### src/rtl/chain_irq_pkg.sv
package chain_irq_pkg;
    typedef enum logic [2:0] {
        OP_NONE      = 3'd0,
        OP_TX_ENQ    = 3'd1,
        OP_RX_ENQ    = 3'd2,
        OP_TX_CLR    = 3'd3,
        OP_RX_CLR    = 3'd4,
        OP_TX_CANCEL = 3'd5
    } cmd_op_e;
endpackage

### src/rtl/chan_queue.sv
// One channel: two-slot page queue, start gating and two result slots
// (one visible, one held).
module chan_queue #(
    parameter int unsigned PAGE_W  = 8,
    parameter bit          HAS_ACK = 1'b1
) (
    input  logic              clk,
    input  logic              rst_n,
    input  logic              enq_i,
    input  logic              clr_i,
    input  logic              cancel_i,
    input  logic [PAGE_W-1:0] page_i,
    input  logic              end_i,
    input  logic              ack_i,
    output logic              start_o,
    output logic [PAGE_W-1:0] page_o,
    output logic              done_o,
    output logic              ack_o,
    output logic              clr_hit_o,
    output logic              ovf_o
);
    localparam logic [1:0] SLOTS = 2'd2;

    typedef struct packed {
        logic [PAGE_W-1:0] pg_head;
        logic [PAGE_W-1:0] pg_next;
        logic [1:0]        fill;
        logic              busy;
        logic              shown;
        logic              shown_ack;
        logic              held;
        logic              held_ack;
        logic              start;
    } cq_state_t;

    cq_state_t st_d, st_q;
    logic      ack_bit;

    assign ack_bit = HAS_ACK ? ack_i : 1'b0;

    always_comb begin
        st_d       = st_q;
        st_d.start = 1'b0;
        clr_hit_o  = 1'b0;
        ovf_o      = 1'b0;
        // clear first: the held result moves into view
        if (clr_i && st_q.shown) begin
            clr_hit_o      = 1'b1;
            st_d.shown     = st_d.held;
            st_d.shown_ack = st_d.held_ack;
            st_d.held      = 1'b0;
            st_d.held_ack  = 1'b0;
        end
        // completion of the running operation
        if (end_i && st_d.busy) begin
            st_d.busy    = 1'b0;
            st_d.pg_head = st_d.pg_next;
            st_d.fill    = st_d.fill - 2'd1;
            if (!st_d.shown) begin
                st_d.shown     = 1'b1;
                st_d.shown_ack = ack_bit;
            end else begin
                st_d.held     = 1'b1;
                st_d.held_ack = ack_bit;
            end
        end
        // cancel drops the oldest entry
        if (cancel_i && st_d.fill != 2'd0) begin
            st_d.busy    = 1'b0;
            st_d.pg_head = st_d.pg_next;
            st_d.fill    = st_d.fill - 2'd1;
        end
        if (enq_i) begin
            if (st_d.fill == SLOTS) begin
                ovf_o = 1'b1;
            end else if (st_d.fill == 2'd0) begin
                st_d.pg_head = page_i;
                st_d.fill    = 2'd1;
            end else begin
                st_d.pg_next = page_i;
                st_d.fill    = SLOTS;
            end
        end
        // launch when idle and a result slot is guaranteed free
        if (st_d.fill != 2'd0 && !st_d.busy && !st_d.held) begin
            st_d.busy  = 1'b1;
            st_d.start = 1'b1;
        end
    end

    always_ff @(posedge clk) begin
        if (!rst_n) st_q <= '0;
        else        st_q <= st_d;
    end

    assign start_o = st_q.start;
    assign page_o  = st_q.pg_head;
    assign done_o  = st_q.shown;
    assign ack_o   = st_q.shown_ack;
endmodule

### src/rtl/irq_spacer.sv
// Registered interrupt with a minimum low interval after each drop.
module irq_spacer #(
    parameter int unsigned GAP_CYCLES = 4
) (
    input  logic clk,
    input  logic rst_n,
    input  logic want_i,
    input  logic clr_hit_i,
    output logic irq_o
);
    localparam int unsigned CW = $clog2(GAP_CYCLES + 1);

    typedef struct packed {
        logic [CW-1:0] gap;
        logic          irq;
    } sp_state_t;

    sp_state_t sp_d, sp_q;
    logic      load;

    always_comb begin
        load = sp_q.irq && (clr_hit_i || !want_i);
        sp_d = sp_q;
        if (load)               sp_d.gap = CW'(GAP_CYCLES);
        else if (sp_q.gap != 0) sp_d.gap = sp_q.gap - 1'b1;
        sp_d.irq = want_i && (sp_d.gap == '0);
    end

    always_ff @(posedge clk) begin
        if (!rst_n) sp_q <= '0;
        else        sp_q <= sp_d;
    end

    assign irq_o = sp_q.irq;
endmodule

### src/rtl/chain_irq_ctrl.sv
module chain_irq_ctrl
    import chain_irq_pkg::*;
#(
    parameter int unsigned PAGE_W     = 8,
    parameter int unsigned GAP_CYCLES = 4
) (
    input  logic              clk,
    input  logic              rst_n,
    input  logic              cmd_valid,
    input  logic [2:0]        cmd_op,
    input  logic [PAGE_W-1:0] cmd_page,
    input  logic              tx_irq_en,
    input  logic              rx_irq_en,
    input  logic              tx_end,
    input  logic              tx_end_ack,
    input  logic              rx_end,
    output logic              tx_start,
    output logic [PAGE_W-1:0] tx_page,
    output logic              rx_start,
    output logic [PAGE_W-1:0] rx_page,
    output logic              st_tx_done,
    output logic              st_tx_ack,
    output logic              st_rx_done,
    output logic              st_overflow,
    output logic              irq
);
    logic tx_enq, rx_enq, tx_clr, rx_clr, tx_cancel;
    logic tx_hit, rx_hit, tx_ovf, rx_ovf, rx_ack_nc;
    logic ovf_d, ovf_q, want;

    assign tx_enq    = cmd_valid && (cmd_op == OP_TX_ENQ);
    assign rx_enq    = cmd_valid && (cmd_op == OP_RX_ENQ);
    assign tx_clr    = cmd_valid && (cmd_op == OP_TX_CLR);
    assign rx_clr    = cmd_valid && (cmd_op == OP_RX_CLR);
    assign tx_cancel = cmd_valid && (cmd_op == OP_TX_CANCEL);

    chan_queue #(.PAGE_W(PAGE_W), .HAS_ACK(1'b1)) tx_ch_i (
        .clk(clk), .rst_n(rst_n), .enq_i(tx_enq), .clr_i(tx_clr),
        .cancel_i(tx_cancel), .page_i(cmd_page), .end_i(tx_end),
        .ack_i(tx_end_ack), .start_o(tx_start), .page_o(tx_page),
        .done_o(st_tx_done), .ack_o(st_tx_ack), .clr_hit_o(tx_hit),
        .ovf_o(tx_ovf)
    );

    chan_queue #(.PAGE_W(PAGE_W), .HAS_ACK(1'b0)) rx_ch_i (
        .clk(clk), .rst_n(rst_n), .enq_i(rx_enq), .clr_i(rx_clr),
        .cancel_i(1'b0), .page_i(cmd_page), .end_i(rx_end),
        .ack_i(1'b0), .start_o(rx_start), .page_o(rx_page),
        .done_o(st_rx_done), .ack_o(rx_ack_nc), .clr_hit_o(rx_hit),
        .ovf_o(rx_ovf)
    );

    always_comb begin
        ovf_d = ovf_q | tx_ovf | rx_ovf;
        want  = (st_tx_done & tx_irq_en) | (st_rx_done & rx_irq_en);
    end

    always_ff @(posedge clk) begin
        if (!rst_n) ovf_q <= 1'b0;
        else        ovf_q <= ovf_d;
    end

    assign st_overflow = ovf_q;

    irq_spacer #(.GAP_CYCLES(GAP_CYCLES)) spacer_i (
        .clk(clk), .rst_n(rst_n), .want_i(want),
        .clr_hit_i(tx_hit | rx_hit), .irq_o(irq)
    );
endmodule

### config.mk
export PLATFORM = sky130hd
export DESIGN_NAME = chain_irq_ctrl
export DESIGN_NICKNAME = d
export VERILOG_FILES = /design/src/rtl/chain_irq_pkg.sv /design/src/rtl/chan_queue.sv /design/src/rtl/irq_spacer.sv /design/src/rtl/chain_irq_ctrl.sv
export SDC_FILE = /design/constraint.sdc
export NUM_CORES = 1
export LEC_CHECK = 0
export ABC_AREA = 1
export BUFFER_PORTS_ARGS = -buffer_cell sky130_fd_sc_hd__buf_2
export CAP_MARGIN = 5
export CORE_MARGIN = 2
export CORE_UTILIZATION = 30
export DETAILED_ROUTE_END_ITERATION = 16
export SYNTH_ARGS = -nofsm -noshare
export SYNTH_HDL_FRONTEND = slang
export SYNTH_SLANG_ARGS = --single-unit
### constraint.sdc
create_clock -name clk -period 1.37 [get_ports clk]
set_input_delay 0.0685 -clock clk [delete_from_list [all_inputs] [get_ports clk]]
set_output_delay 0.0685 -clock clk [all_outputs]
set_load 0.02 [all_outputs]
# == After elaboration in Yosys (flattened, before gate mapping) ==
# Cells that the tools add are included.
# word_totals
elab_cells,107
ff_bits,53
output_inout_bits,23
# op_classes
bitwise_logic,10
n_reduce_logical,31
n_eq_ne,7
add_sub_neg,4
mux,34
# op_table
operator,n
$mux W18,4
$mux W8,7
$logic_and A1 B1 Y1,16
$mux W7,2
$mux W1,12
$mux W3,3
$mux W2,4
$mux W4,2
$eq A3 B2 Y1 const B,2
$eq A3 B3 Y1 const B,2
$reduce_and A3 Y1,2
$reduce_bool A2 Y1,3
$sub A2 B1 Y2 const B,3
$logic_not A1 Y1,5
$eq A2 B2 Y1 const B,2
$logic_not A2 Y1,2
$not A1 Y1,4
$or A1 B1 Y1,4
$eq A3 B1 Y1 const B,1
$logic_not A3 Y1,1
$reduce_bool A3 Y1,1
$sub A3 B1 Y3 const B,1
$and A1 B1 Y1,2
$logic_or A1 B1 Y1,1

# == Depth between registers and ports, before layout ==
# logic_depth
word_depth,17
ltp_mapped,10
ltp_nobuf,9

# == Cells and area by module ==
# From an unflattened synthesis, not the netlist that was laid out.
# hier_totals
hier_cells,429
hier_area_um2,2807.7
# modules_own_cells
mod,seq_area_each_um2,cells_each,instances,area_per_inst_um2
chan_queue at tx_ch_i,480.5,192,1,1241.2
chan_queue at rx_ch_i,480.5,184,1,1229.9
irq_spacer,80.1,31,1,231.5
chain_irq_ctrl,20.0,22,1,105.1

# == Worst setup path before layout ==
# OpenSTA, ideal clock, no wires.
# synth_timing
path_kind,reg2reg
startpoint,register rx_ch_i.st_q[5] in the netlist's numbering
endpoint,register rx_ch_i.st_q[8] in the netlist's numbering
period_less_slack_ps,1345
arrival_ps,1229
path_stages_with_launch,11
path_slack_ps,25
path_cell_list,dfxtp_1 nand2_1 inv_2 nand2_2 nand2_4 inv_2 nor2_4 inv_2 buf_6 o21ai_2 a21oi_1
# synth_via
elab_chain_cells,5
# synth_lines
element,line,source
start: declaration,chan_queue.sv:36,"cq_state_t st_d, st_q;"
start signal: assignment,chan_queue.sv:93,else st_q <= st_d;
$logic_and A1 B1 Y1 *,chan_queue.sv:55,if (end_i && st_d.busy) begin
$mux W7 *,chan_queue.sv:55,
$eq A2 B2 Y1 / $logic_not A2 Y1 (equally long branches),"chan_queue.sv:74, chan_queue.sv:76",
$not A1 Y1 (no line),n/a,
$reduce_and A3 Y1 (no line) *,n/a,
# Mark *: on every way between the ends. The rest lies on a longest branch, timed or not.
# A chain may end at the register's enable or synchronous reset.

# == Worst setup path in the final report ==
# layout_timing
startpoint,register spacer_i.sp_q[1] in the netlist's numbering
endpoint,"register spacer_i.sp_q, in the netlist spacer_i.irq_o"
# layout_via
elab_chain_cells,5
# layout_lines
element,line,source
start: declaration,irq_spacer.sv:18,"sp_state_t sp_d, sp_q;"
start signal: assignment,irq_spacer.sv:31,else sp_q <= sp_d;
$sub A3 B1 Y3 / $reduce_bool A3 Y1 (equally long branches),irq_spacer.sv:25,else if (sp_q.gap != 0) sp_d.gap = sp_q.gap - 1'b1;
$mux W3 *,irq_spacer.sv:25,
$mux W3 *,irq_spacer.sv:24,if (load) sp_d.gap = CW'(GAP_CYCLES);
$logic_not A3 Y1 *,irq_spacer.sv:26,sp_d.irq = want_i && (sp_d.gap == '0);
$logic_and A1 B1 Y1 *,irq_spacer.sv:26,
# Marks and branches as above.

==> flow_summary_export.csv <==
group,metric,value,unit
outcome,outcome,"finished, final reports clean",
critical_path,rr_worst_depth,7,
power_and_ir_drop,power_density,1210,nW/um2
finish,diodes,0,
route,drc,0,
finish,fill_cells,908,
min_path,min_path_type,"primary input to register",
critical_path,crit_chain,"inv_1 > ha_1 > ha_1 > o21ai_0 > inv_1 > nand4_1 > nor2_1",
global_routing,grt_pass1_wl,9850,um
power_and_ir_drop,pwr-share-clk,24.2,%
clock_network,clk_latency,310,ps
sta,worstMarginPinSlew,425,ps
logic_synthesis,synthesis.nets,383,
logic_synthesis,synthCells,361,
clock_network,post_cts_buffers,0,
sta,final_hold_viol_count,0,
global_routing,met3_usage,2.66,%
global_routing,grt-ovfl-total,0,
power_and_ir_drop,seqPwrFrac,47.2,%
placement,port_buffers,41,
logic_synthesis,synth_top_area_share,39.9,%
clock_network,cts_buffers,5,
critical_path,crit_fanout,3,
floorplan,dieWidth,96.4,um
floorplan,start_util,31.0,%
logic_synthesis,ys_ff_latch,51,
critical_path,crit_end,"spacer_i.irq_o",
finish,synthToLayoutAreaGrowth,16.2,%
clock_network,h-tree-depth,2,
sta,fin_crit,1300,ps
global_routing,grt_pass1_vias,2086,
placement,finalWeightedCongestion,0.872,
logic_synthesis,syn_area,2560,um2
sta,slew_headroom,71.6,%
critical_path,worstSetupPathType,"register to register",
critical_path,endpoint_kind,"register",
run,drv_cap,0,
route,drt_wl_total,6300,um
critical_path,cp.arrival,1510,ps
critical_path,r2r_end,"spacer_i.irq_o",
global_routing,grtUsageMet2,22.9,%
sta,fin_crit_sh,94.9,%
route,dr_total_vias,2343,
finish,drive_gt1_share,23.9,%
floorplan,dieArea,9280,um2
placement,hpwl,4410,um
clock_network,cts_tree,"yes",
clock_network,cts.path.max_buffers,2,
floorplan,ioPinCount,42,
logic_synthesis,synth_flop_cell,"dfxtp_1",
route,detail-route-antenna-nets,0,
sta,finalSetupViolCount,0,
logic_synthesis,synth_cell_types,29,
logic_synthesis,synthTopCellsByArea,"dfxtp_1, nand2_1, o21ai_0",
power_and_ir_drop,finalPower,3.61,mW
clock_network,clock-sinks,51,
global_routing,busiest_layer,"met2",
route,wl_per_cell,12.6,um
global_routing,antenna_found_initial,0,
critical_path,regToRegSetupSlack,70,ps
logic_synthesis,async_reset_ff_share,0,%
finish,multi_input_area,1290,um2
sta,skew,9.84,ps
critical_path,timing.rr.start,"spacer_i.sp_q[1]",
power_and_ir_drop,intPower,2.32,mW
power_and_ir_drop,p_sw_share,35.7,%
global_routing,met1_usage,17.4,%
sta,drv_slew,0,
clock_network,root_buffer,"clkbuf_8",
logic_synthesis,yosys.area.top_type,"dfxtp_1",
finish,final_nets,418,
logic_synthesis,syn_area_per_cell,7.09,um2
critical_path,path_buf_inv,2,
global_routing,grt_max_degree,31,
logic_synthesis,ys.warnings.count,0,
floorplan,die_h,96.4,um
clock_network,clk_pin_slew,100,ps
critical_path,max_stage_delay,340,ps
critical_path,cp_top_family,"adder cells",
route,drt-initial-drc-count,90,
route,first_pass_iters,4,
critical_path,slowest_stage,"dfxtp_2",
critical_path,crit_required,1580,ps
critical_path,critPathLaunch,"spacer_i.sp_q[1]",
sta,fmax,0.769,GHz
power_and_ir_drop,vdd_ir_drop_max,458,uV
critical_path,crit_cells,7,
finish,regArea,1030,um2
power_and_ir_drop,combPwrFrac,28.7,%
power_and_ir_drop,p_leak,1.36,nW
global_routing,grtUsageTotal,13.5,%
floorplan,coreArea,8260,um2
logic_synthesis,seq_area_frac_synth,39.9,%
logic_synthesis,synth_edf_count,0,
route,vias_per_cell,4.67,
sta,timing.setup.tns,0,ps
critical_path,start_kind,"register",
floorplan,rows,33,
power_and_ir_drop,p_sw,1.29,mW
==> layer usage <==
metal	routed length, um	vias up	share of wire (%)
met2	3070	37	49
met1	2940	1074	47
met3	222	6	3.5
li1	-	1226	-
met5	0	-	0
met4	68	0	1.1
==> worst min-delay path: stages <==
cell,delay (ps)
buf_2,90
o21ai_0,80
nor2_1,90
==> power groups by stage <==
stage               registers, mW  logic, mW  clock network, mW
floorplan                    1.74      0.653                  0
global placement             1.71      0.922                  0
detailed placement           1.72      0.934                  0
CTS                          1.69      0.972              0.892
global route                 1.72       1.15              0.941
finish                       1.70       1.04              0.873
==> synth_stat cells (2+ instances only) <==
| master | n |
|---|---|
| inv_1 | 32 |
| nor3_1 | 16 |
| clkbuf_1 | 6 |
| buf_4 | 18 |
| dfxtp_1 | 51 |
| nor2_1 | 43 |
| nand2_1 | 75 |
| ha_1 | 3 |
| o21ai_0 | 42 |
| nand3_1 | 22 |
| nand4_1 | 5 |
| inv_2 | 7 |
| nor2_4 | 4 |
| a21oi_1 | 17 |
| buf_6 | 2 |
| nand4_4 | 2 |
| nand2_2 | 4 |
==> cells in the final DEF, fill, tap and decap left out <==
cell type  instances
dfxtp_4            1
dfxtp_2            2
and3_1             1
o211ai_1           1
nand2_4            5
o21ai_2            1
ha_1               3
nand3_4            1
a31oi_1            1
nor2_1            43
dfxtp_1           48
clkinv_4           1
nor2_4             5
nand2_2            5
nand3_2            3
nor3_1            16
nand4_4            3
clkbuf_8           5
buf_2             41
nand4_1            5
xor2_1             1
nand4_2            1
inv_2              7
a22o_1             1
nand2_1           70
nand3_1           20
o21ai_1            7
clkinv_2           4
o21ai_0           36
a211oi_1           1
a21oi_1           17
inv_1             31
buf_4             10
==> metrics by stage <==
stage	instances	setup slack [ps]	area [um2]	util, %	hold slack (ps)
final	502	69.8	2970	36.0	37.4
after global routing	502	-1.29	2970	36.0	51.0
after CTS	501	7.11	2910	35.2	34.8
after detailed placement	490	-46.0	2790	33.7	367
after global placement	490	-4.00	2790	33.7	356
after floorplan	361	25.0	2560	-	203
==> cell families (layout without fill, tap and decap cells) <==
family | count (synthesis) | after routing | synth area share, %
XOR/XNOR | 1 | 1 | 0.342
flip-flops | 51 | 51 | 39.9
AND/OR/NAND/NOR | 175 | 178 | 32.1
buffers and inverters | 66 | 99 | 12.9
AO/OA/AOI/OAI | 65 | 65 | 13.3
adder cells (fa/ha/maj) | 3 | 3 | 1.47
==> state kept, by name (all words and copies together) (netlist names) <==
| register | cells |
|---|---|
| tx_ch_i.ack_o | 1 |
| tx_ch_i.done_o | 1 |
| rx_ch_i.done_o | 1 |
| spacer_i.irq_o | 1 |
| st_overflow | 1 |
| tx_ch_i.st_q | 13 |
| spacer_i.sp_q | 3 |
| rx_ch_i.st_q | 12 |
| rx_ch_i.start_o | 1 |
| rx_ch_i.page_o | 8 |
| tx_ch_i.page_o | 8 |
| tx_ch_i.start_o | 1 |
==> worst min path at each step <==
stage	start	endpoint	slack, ps	cells past startpoint
2_1_floorplan	cmd_page[2]	rx_ch_i.st_q[10]	200	2
3_3_place_gp	tx_end_ack	tx_ch_i.ack_o	360	3
3_5_place_dp	rx_end	rx_ch_i.st_q[5]	370	4
4_1_cts	rx_end	rx_ch_i.st_q[5]	30	4
5_1_grt	tx_end_ack	tx_ch_i.ack_o	50	3
6_report	tx_end_ack	tx_ch_i.ack_o	40	3
==> timing repair <==
action                                  4_1_cts  5_1_grt
gates resized for setup                       4       23
endpoints found under the hold margin         0        0
hold buffers                                  0        0
pin swaps                                     1        6
endpoints found under the setup margin       10       28
gates cloned                                  3        1
==> area by class of cell <==
class | instances | area share (%)
clock inverter | 3 | 0.505
timing repair buffer | 51 | 9.42
inverter | 39 | 5.09
multi-input combinational | 247 | 43.5
clock buffer | 5 | 2.31
timing repair inverter | 1 | 0.168
tap | 105 | 4.42
sequential | 51 | 34.5
Power figures use the tool's default switching activity.
